$ cat src/rtl/hdx_backoff_pkg.sv
package hdx_backoff_pkg;

  typedef enum logic [1:0] {
    BO_IDLE = 2'd0,
    BO_TX   = 2'd1,
    BO_WAIT = 2'd2
  } bo_state_e;

  // Exponent of the backoff range: the collision count, limited by the
  // active cap and by the width of the random source.
  function automatic int hdx_backoff_exp(int n, bit alt_en, int alt_cap,
                                         int std_cap, int src_bits);
    int cap;
    int e;
    cap = alt_en ? alt_cap : std_cap;
    e = n;
    if (e > cap) e = cap;
    if (e > src_bits) e = src_bits;
    return e;
  endfunction

  // True when a collision count no longer earns a retry.
  function automatic bit hdx_over_limit(int next_n, int limit);
    return next_n > limit;
  endfunction

endpackage

$ cat src/rtl/hdx_lfsr.sv
module hdx_lfsr #(
  parameter int W     = 10,
  parameter int TAP_A = 9,
  parameter int TAP_B = 6,
  parameter int SEED  = 1
) (
  input  logic         clk,
  input  logic         rst_n,
  output logic [W-1:0] value
);
  logic [W-1:0] sr_q;

  always_ff @(posedge clk or negedge rst_n) begin
    if (!rst_n) sr_q <= W'(SEED);
    else        sr_q <= {sr_q[W-2:0], sr_q[TAP_A] ^ sr_q[TAP_B]};
  end

  assign value = sr_q;
endmodule

$ cat src/rtl/hdx_window_timer.sv
module hdx_window_timer #(
  parameter int WIN_W = 8
) (
  input  logic             clk,
  input  logic             rst_n,
  input  logic             restart,
  input  logic             run,
  input  logic [WIN_W-1:0] limit,
  output logic             is_late
);
  localparam logic [WIN_W-1:0] SAT = {WIN_W{1'b1}};
  logic [WIN_W-1:0] age_q;

  always_ff @(posedge clk or negedge rst_n) begin
    if (!rst_n)                     age_q <= '0;
    else if (restart)               age_q <= '0;
    else if (run && age_q != SAT)   age_q <= age_q + 1'b1;
  end

  assign is_late = (age_q >= limit);
endmodule

$ cat src/rtl/hdx_slot_counter.sv
module hdx_slot_counter #(
  parameter int W = 10
) (
  input  logic         clk,
  input  logic         rst_n,
  input  logic         flush,
  input  logic         load,
  input  logic [W-1:0] load_val,
  input  logic         gate,
  input  logic         tick,
  output logic         expire
);
  logic [W-1:0] left_q;

  always_ff @(posedge clk or negedge rst_n) begin
    if (!rst_n)                            left_q <= '0;
    else if (flush)                        left_q <= '0;
    else if (load)                         left_q <= load_val;
    else if (gate && tick && left_q != '0) left_q <= left_q - 1'b1;
  end

  assign expire = gate && tick && (left_q == W'(1));
endmodule

$ cat src/rtl/hdx_backoff_ctrl.sv
module hdx_backoff_ctrl
  import hdx_backoff_pkg::*;
#(
  parameter int RMAX_W  = 4,
  parameter int CAP_W   = 4,
  parameter int WIN_W   = 8,
  parameter int LFSR_W  = 10,
  parameter int STD_CAP = 10,
  parameter int CNT_W   = RMAX_W + 1
) (
  input  logic              clk,
  input  logic              rst_n,
  input  logic              frame_start,
  input  logic              frame_end,
  input  logic              collision,
  input  logic              slot_tick,
  input  logic              bp_active,
  input  logic              cfg_alt_en,
  input  logic [CAP_W-1:0]  cfg_alt_cap,
  input  logic              cfg_bp_nobackoff,
  input  logic [RMAX_W-1:0] cfg_retry_max,
  input  logic [WIN_W-1:0]  cfg_coll_window,
  output logic              retry_now,
  output logic              abort_frame,
  output logic              late_collision,
  output logic [CNT_W-1:0]  coll_count
);
  bo_state_e state_q, state_nx;
  logic [CNT_W-1:0]  cnt_q, cnt_nx, next_cnt;
  logic              retry_q, abort_q, late_q;
  logic [LFSR_W-1:0] rnd, draw_mask, draw;
  logic              win_late;
  logic              expire;
  int                exp_used;

  // Named internal events, also observed by the checker.
  logic in_idle, in_tx, in_wait;
  logic ev_coll, ev_late, ev_norm, ev_abort, ev_retry_req;
  logic ev_bp, ev_zero, ev_wait, ev_expire, ev_end, enter_tx;

  hdx_lfsr #(.W(LFSR_W), .TAP_A(LFSR_W - 1), .TAP_B(LFSR_W - 4), .SEED(1)) u_rng (
    .clk   (clk),
    .rst_n (rst_n),
    .value (rnd)
  );

  assign in_idle  = (state_q == BO_IDLE);
  assign in_tx    = (state_q == BO_TX);
  assign in_wait  = (state_q == BO_WAIT);
  assign next_cnt = cnt_q + CNT_W'(1);

  always_comb begin
    exp_used = hdx_backoff_exp(int'(next_cnt), cfg_alt_en, int'(cfg_alt_cap),
                               STD_CAP, LFSR_W);
  end

  for (genvar i = 0; i < LFSR_W; i++) begin : g_mask
    assign draw_mask[i] = (i < exp_used);
  end
  assign draw = rnd & draw_mask;

  assign ev_coll      = in_tx && collision && !frame_start;
  assign ev_late      = ev_coll && win_late;
  assign ev_norm      = ev_coll && !win_late;
  assign ev_abort     = ev_norm && hdx_over_limit(int'(next_cnt), int'(cfg_retry_max));
  assign ev_retry_req = ev_norm && !ev_abort;
  assign ev_bp        = ev_retry_req && bp_active && cfg_bp_nobackoff;
  assign ev_zero      = ev_retry_req && !ev_bp && (draw == '0);
  assign ev_wait      = ev_retry_req && !ev_bp && (draw != '0);
  assign ev_expire    = expire && !frame_start;
  assign ev_end       = in_tx && frame_end && !collision && !frame_start;
  assign enter_tx     = frame_start || ev_bp || ev_zero || ev_expire;

  hdx_window_timer #(.WIN_W(WIN_W)) u_win (
    .clk     (clk),
    .rst_n   (rst_n),
    .restart (enter_tx),
    .run     (in_tx),
    .limit   (cfg_coll_window),
    .is_late (win_late)
  );

  hdx_slot_counter #(.W(LFSR_W)) u_slots (
    .clk      (clk),
    .rst_n    (rst_n),
    .flush    (frame_start),
    .load     (ev_wait),
    .load_val (draw),
    .gate     (in_wait),
    .tick     (slot_tick),
    .expire   (expire)
  );

  always_comb begin
    state_nx = state_q;
    cnt_nx   = cnt_q;
    if (frame_start) begin
      state_nx = BO_TX;
      cnt_nx   = '0;
    end else if (ev_late) begin
      state_nx = BO_IDLE;
    end else if (ev_abort) begin
      state_nx = BO_IDLE;
      cnt_nx   = '0;
    end else if (ev_retry_req) begin
      cnt_nx   = next_cnt;
      state_nx = ev_wait ? BO_WAIT : BO_TX;
    end else if (ev_expire) begin
      state_nx = BO_TX;
    end else if (ev_end) begin
      state_nx = BO_IDLE;
      cnt_nx   = '0;
    end
  end

  always_ff @(posedge clk or negedge rst_n) begin
    if (!rst_n) begin
      state_q <= BO_IDLE;
      cnt_q   <= '0;
      retry_q <= 1'b0;
      abort_q <= 1'b0;
      late_q  <= 1'b0;
    end else begin
      state_q <= state_nx;
      cnt_q   <= cnt_nx;
      retry_q <= !frame_start && (ev_bp || ev_zero || ev_expire);
      abort_q <= !frame_start && ev_abort;
      late_q  <= !frame_start && ev_late;
    end
  end

  assign retry_now      = retry_q;
  assign abort_frame    = abort_q;
  assign late_collision = late_q;
  assign coll_count     = cnt_q;
endmodule

$ cat config.mk
export PLATFORM = sky130hd
export DESIGN_NAME = hdx_backoff_ctrl
export DESIGN_NICKNAME = d
export VERILOG_FILES = /design/src/rtl/hdx_backoff_pkg.sv /design/src/rtl/hdx_lfsr.sv /design/src/rtl/hdx_window_timer.sv /design/src/rtl/hdx_slot_counter.sv /design/src/rtl/hdx_backoff_ctrl.sv
export SDC_FILE = /design/constraint.sdc
export NUM_CORES = 1
export LEC_CHECK = 0
export ABC_AREA = 1
export CAP_MARGIN = 20
export CORE_MARGIN = 5
export CORE_UTILIZATION = 47
export DETAILED_ROUTE_END_ITERATION = 10
export GPL_ROUTABILITY_DRIVEN = 1
export MAX_ROUTING_LAYER = met4
export PLACE_DENSITY = 0.7
export REMOVE_ABC_BUFFERS = 1
export SLEW_MARGIN = 30
export SYNTH_ARGS = -nofsm -noshare
export SYNTH_HDL_FRONTEND = slang
export SYNTH_SLANG_ARGS = --single-unit
$ cat constraint.sdc
create_clock -name clk -period 3.93 [get_ports clk]
set_clock_uncertainty 0.1 [all_clocks]
set_input_delay 0.786 -clock clk [delete_from_list [all_inputs] [get_ports clk]]
set_output_delay 0.786 -clock clk [all_outputs]
set_load 0.02 [all_outputs]
== Word level (Yosys, flattened, before mapping) ==
Index checks and enable logic that the tools add are counted.

* Register bits after elaboration: 38
* Input bits: 25
* Output and inout port bits: 8
* Logic and storage cells: 94

* $add $sub $neg: 3
* Order comparisons: 14
* Eq/ne operators: 6
* Muxes and demuxes: 21
* Bitwise logic cells: 2
* Reductions and logical operators: 40

{| class="wikitable"
|+ Operators with widths
! operator !! count
|-
| $lt 4x32->1 const A || 4
|-
| $lt 3x32->1 const A || 2
|-
| $lt 5x32->1 const A || 2
|-
| $mux 5 || 8
|-
| $gt 32x5->1 const B || 1
|-
| $lt 1x32->1 const A || 1
|-
| $lt 2x32->1 const A || 1
|-
| $mux 10 || 3
|-
| $logic_and 1x1->1 || 22
|-
| $reduce_bool 10->1 || 2
|-
| $mux 8 || 2
|-
| $mux 2 || 7
|-
| $and 10x10->10 || 1
|-
| $eq 10x1->1 const B || 1
|-
| $gt 5x4->1 || 2
|-
| $logic_not 10->1 || 1
|-
| $sub 10x1->10 const B || 1
|-
| $add 8x1->8 const B || 1
|-
| $ge 8x8->1 || 1
|-
| $ne 8x8->1 const B || 1
|-
| $reduce_bool 6->1 || 1
|-
| $add 5x1->5 const B || 1
|-
| $logic_not 1->1 || 5
|-
| $logic_or 1x1->1 || 5
|-
| 10 further kinds || 10
|}

== Depth between registers and ports, before layout ==
Gate-level depths: netlist of the first run.

* Word-level depth: 17
* Mapped depth: 25
* Mapped depth without buffers: 24

== Hierarchy ==
Synthesis of the first run repeated with hierarchy kept, for this count alone.

* Cell total of the unflattened synthesis: 411
* Area total of the unflattened synthesis: 2950.3 um^2

{| class="wikitable"
|+ Modules (own cells, without submodules)
! module !! instances !! cells an instance !! area each (um^2)
|-
| hdx_backoff_ctrl || 1 || 176 || 1168.6
|-
| hdx_slot_counter || 1 || 114 || 804.5
|-
| hdx_window_timer || 1 || 106 || 706.9
|-
| hdx_lfsr || 1 || 15 || 270.3
|}

== Worst setup path before layout of the first run ==
Ideal clock, no wire load.

* Kind: flip-flop to flip-flop
* Start: reg cnt_q[0] (netlist: coll_count[0])
* End: reg u_win.age_q[1]
* Arrival time: 2846 ps
* Required time: 3710 ps
* Slack: 864 ps
* Cell stages (with the launch flop): 22
* Buffers on the path: 0
* Clock period less this slack: 3066 ps
* Path through: dfrtp_1 -> nand3_1 -> xor2_1 -> inv_1 -> ha_1 -> nand2_1 -> inv_1 -> nand2_1 -> nor2_2 -> nand3_1 -> nand2_2 -> nand2_1 -> nand2_2 -> inv_2 -> o21ai_2 -> nand2_1 -> nor2_1 -> nand3_1 -> nand2_1 -> o21ai_2 -> nand2_2 -> nor2_1

* Cells in the longest elaborated chain, start to end: 13
* Elaborated cells between the ends (all ways): 31

{| class="wikitable"
|+ Ends and longest elaborated chain
! element !! line !! text
|-
| start, declared || hdx_backoff_ctrl.sv:29 || <nowiki>logic [CNT_W-1:0] cnt_q, cnt_nx, next_cnt;</nowiki>
|-
| start signal, assigned || hdx_backoff_ctrl.sv:125 || <nowiki>cnt_q <= cnt_nx;</nowiki>
|-
| $add 5x1->5 * || hdx_backoff_ctrl.sv:50 || <nowiki>assign next_cnt = cnt_q + CNT_W'(1);</nowiki>
|-
| branches (longest 9 deep; another with $gt 32x5->1) || n/a ||
|-
| $logic_or 1x1->1 * (2 in series) || hdx_backoff_ctrl.sv:72 || <nowiki>assign enter_tx = frame_start || ev_bp || ev_zero || ev_expire;</nowiki>
|-
| $mux 8 or $reduce_bool 2->1 (tied branches) || n/a ||
|-
| end signal, assigned || hdx_window_timer.sv:17 || <nowiki>else if (run && age_q != SAT) age_q <= age_q + 1'b1;</nowiki>
|-
| end, declared || hdx_window_timer.sv:12 || <nowiki>logic [WIN_W-1:0] age_q;</nowiki>
|}

Mark *: on every way between the ends.
A chain may end at the register's enable or synchronous reset.

== Worst setup path in the final report of the first run ==
* Start: in cfg_alt_en
* End: reg u_win.age_q[0]

* Cells in the longest elaborated chain, start to end: 12
* Elaborated cells between the ends (all ways): 22

{| class="wikitable"
|+ Ends and longest elaborated chain
! element !! line !! text
|-
| start, declared || hdx_backoff_ctrl.sv:18 || <nowiki>input logic cfg_alt_en,</nowiki>
|-
| $mux 4 * || hdx_backoff_pkg.sv:15 || <nowiki>cap = alt_en ? alt_cap : std_cap;</nowiki>
|-
| $gt 5x4->1 || hdx_backoff_pkg.sv:17 || <nowiki>if (e > cap) e = cap;</nowiki>
|-
| $mux 5 * || hdx_backoff_pkg.sv:17 ||
|-
| $gt 32x5->1 || hdx_backoff_pkg.sv:18 || <nowiki>if (e > src_bits) e = src_bits;</nowiki>
|-
| $mux 5 * || hdx_backoff_pkg.sv:18 ||
|-
| $lt 1x32->1, or another cell as far along || hdx_backoff_ctrl.sv:58 || <nowiki>assign draw_mask[i] = (i < exp_used);</nowiki>
|-
| $and 10x10->10 * || hdx_backoff_ctrl.sv:60 || <nowiki>assign draw = rnd & draw_mask;</nowiki>
|-
| $logic_not 10->1 * || hdx_backoff_ctrl.sv:68 || <nowiki>assign ev_zero = ev_retry_req && !ev_bp && (draw == '0);</nowiki>
|-
| $logic_and 1x1->1 * || hdx_backoff_ctrl.sv:68 ||
|-
| $logic_or 1x1->1 * (2 in series) || hdx_backoff_ctrl.sv:72 ||
|-
| $mux 8 or $reduce_bool 2->1 (tied branches) || n/a ||
|}

Mark *: on every way between the ends. The rest lies on a longest branch, timed or not.

==> impl_results.md, run 1 <==
- Die Ht: 84.07 µm
- Routed WL: 5.266 mm
- Clock Path Buffers: 2
- Worst skew pair latency: 0.29 ns
- Clk root buf: clkbuf_8
- Core box area: 0.005405 mm²
- # Post-CTS Setup Buffers: 0
- Synth Register Bits: 38
- Drt via density: 4.802
- Max Cap Violations: 0
- Antenna Cells: 0
- Outcome: finished, final reports clean
- Crit Path Category: in2reg
- Vias in the first global route: 2105
- # DRC: 0
- Die ar.: 0.007068 mm²
- CTS buffer count: 5
- Final setup vio count: 0
- Final core occ: 57.20%
- Starting Density: 47.71%
- CTS Hold Buffers Added: 0
- Final net count: 430
- Minimum clock period: 3.495 ns
- CTS tree: done
- Top post-synthesis cells by area: dfrtp_1 (36%), nand2_1 (15%), ha_1 (8.7%)
- Final GP Congestion: 0.8837
- Initial antenna violation count: 0
- CTS H-tree depth: 2
- Post-Syn Area: 0.002579 mm²
- Total GRT Usage: 16.61%
- Distinct cell type count of the synthesized netlist: 31
- PortBufs: 32
- Initial detailed-routing violation count: 80
- Arr. time, crit path: 3.57 ns
- Mean Syn Cell Area: 7.453 µm²
- Slew @ Worst Pin: 0.5592 ns
- Yosys warnings: 0
- WP data required: 4.01 ns
- Worst-path clk slew: 0.07 ns
- CP Capture Type: flop
- Slew headroom: 62.38%
- I/O pins: 33
- Antenna-violating nets left: 0
- Sequential-to-total area share from yosys stat: 36.92%
- First-pass GRT wire length: 9.335 mm
- Clock sink count: 38
- GRT overflow: 0
- Fin crit share: 88.94%
- Pre-Repair DR Iteration Count: 4
- Leak: 1.706 nW
- RSZ-0062 raised after global routing: no
- CP startpoint kind: primary input
- Hold Violations, Final: 0
- Peak Freq: 286.1 MHz
- Sum of negative setup slack: 0 ns
- Die span in x: 84.07 µm
- Power density over the cells: 348.6 mW/mm²
- Placed Area: 0.002998 mm²
- Detailed placement HPWL: 4.194 mm
- Share of cells above drive strength 1: 7.474%
- Top-area cell type share of the netlist area: 35.90%
- CP max FO: 8
- Row cnt: 27
- Post-cts sizing count: 0
- Final Max Slew Viols: 0
- Largest net degree at the start of global routing: 39
- Peak VDD IR: 0.1721 mV
- Routed vias: 2209
- Final instance area: 0.003092 mm²
- Post-Syn Instances: 346
- Area growth, synth to finish: 19.89%
- Area leader, netlist: dfrtp_1
- Worst hold path class: reg2reg
- DR WL/cell: 11.45 µm
-- registers in the layout (all words and copies together), names as in the netlist --
signal	flops
retry_now	1
coll_count	5
u_win.age_q	8
abort_frame	1
u_rng.value	10
state_q	2
u_slots.left_q	10
late_collision	1
-- area by class of cell --
cell class	count	area [µm²]
tap	72	90.09
timing repair buffer	36	347.8
fill	530	2313
sequential	38	953.4
clock buffer	8	90.09
inverter	54	202.7
multi-input combinational	252	1408
-- through the flow --
| stage | hold slack [ns] | setup WS (ns) | total power [mW] | std cells |
|---|---|---|---|---|
| after global routing | 0.2867 | 0.06242 | 1.172 | 460 |
| after CTS | 0.2793 | 0.4287 | 1.088 | 460 |
| after detailed placement | 0.2658 | 0.1212 | 0.8105 | 452 |
| after global placement | 0.2772 | 0.1609 | 0.8053 | 452 |
| after floorplan | 0.2540 | 0.5925 | 0.7148 | 344 |
| final | 0.2801 | 0.4347 | 1.078 | 460 |
-- synth_stat cells --
cell type,number
nand2_1,103
nand3b_1,9
o22ai_1,1
nor2_1,32
buf_6,1
nand2_2,8
xnor2_1,1
buf_2,1
nand4_1,4
nand3_1,27
dfrtp_1,37
nor3_1,4
dfstp_2,1
nor2_2,1
a31oi_1,1
nor4_1,2
and3_1,1
o21ai_0,5
a21oi_4,2
o32ai_1,1
mux2i_1,1
xor2_2,1
ha_1,18
a21oi_1,9
xor2_1,16
o2111ai_1,1
o21ai_2,2
inv_2,1
nor2_8,1
inv_1,53
nor3b_1,1
-- final timing paths --
check	endpoint	depth (start not counted)	slack, ns	from
min in group asynchronous	u_win.age_q[6]$_DFFE_PN0P_	1	0.34	rst_n
min reg2reg	u_rng.value[4]$_DFF_PN0_	0	0.28	u_rng.value[3]$_DFF_PN0_
max	u_win.age_q[0]$_DFFE_PN0P_	21	0.43	cfg_alt_en
max in group asynchronous	u_rng.value[0]$_DFF_PN1_	1	3.02	rst_n
max reg2reg	u_win.age_q[0]$_DFFE_PN0P_	21	0.50	coll_count[0]$_DFFE_PN0P_
min	u_rng.value[4]$_DFF_PN0_	0	0.28	u_rng.value[3]$_DFF_PN0_
-- routing by layer --
metal	vias up	wire, µm	global-route usage, %
met1	994	2628	21.45
met5	-	0	-
met4	0	87	6.140
li1	1176	-	-
met3	4	227	3.554
met2	35	2322	25.61
-- cells by family after synthesis --
logic type / after synthesis / share of synthesized area (%)
DFF: 38 / 36.92
adders and majority gates: 18 / 8.734
AOI/OAI and AO/OA: 22 / 5.823
buffers and inverters: 56 / 8.491
muxes: 1 / 0.3882
and+or+nand+nor: 193 / 33.24
xor gates and xnor gates: 18 / 6.405
-- worst max-delay path, stage by stage --
cell             delay (ns)
clkdlybuf4s50_1        0.43
inv_1                  0.08
nor2_1                 0.06
ha_1                   0.29
nand2_1                0.05
inv_1                  0.04
nand2_1                0.06
nor2_2                 0.09
nand3_1                0.22
nand2_2                0.20
nand2_1                0.08
nand2_2                0.14
inv_2                  0.07
o21ai_2                0.15
nand2_1                0.06
nor2_1                 0.10
nand3_1                0.13
nand2_1                0.18
o21ai_2                0.11
nand2_2                0.18
nor2_1                 0.06
-- cell usage in the layout, fill, tap and decap left out, types with 4 or more instances in the layout --
cell type,n
clkbuf_8,6
nand3_1,27
xor2_1,16
inv_1,53
o21ai_0,5
nand2_2,8
clkdlybuf4s50_1,31
dfrtp_1,36
nand3b_1,9
ha_1,18
nor2_1,32
nand4_1,4
a21oi_1,9
nand2_1,103
nor3_1,4
buf_4,5
-- power breakdown --
| group | switching (mW) | total (mW) | internal [mW] | leakage (nW) |
|---|---|---|---|---|
| Sequential | 0.0400 | 0.468 | 0.428 | 0.512 |
| Clock | 0.132 | 0.275 | 0.143 | 0.0455 |
| Combinational | 0.193 | 0.335 | 0.142 | 1.15 |
| Total | 0.364 | 1.08 | 0.713 | 1.71 |
Note: power is estimated with default switching activity, not from simulation.
==> inputs of run 2 (changes only) <==
--- a/constraint.sdc
+++ b/constraint.sdc
@@ -3,3 +3,3 @@
 set_input_delay 0.786 -clock clk [delete_from_list [all_inputs] [get_ports clk]]
 set_output_delay 0.786 -clock clk [all_outputs]
-set_load 0.02 [all_outputs]
+set_load 0.1 [all_outputs]
==> results of run 2 <==
Same layout as run 1 (identical final DEF). Status: finished, final reports clean.
Main changes from that run: total power 1.078 mW -> 1.096 mW
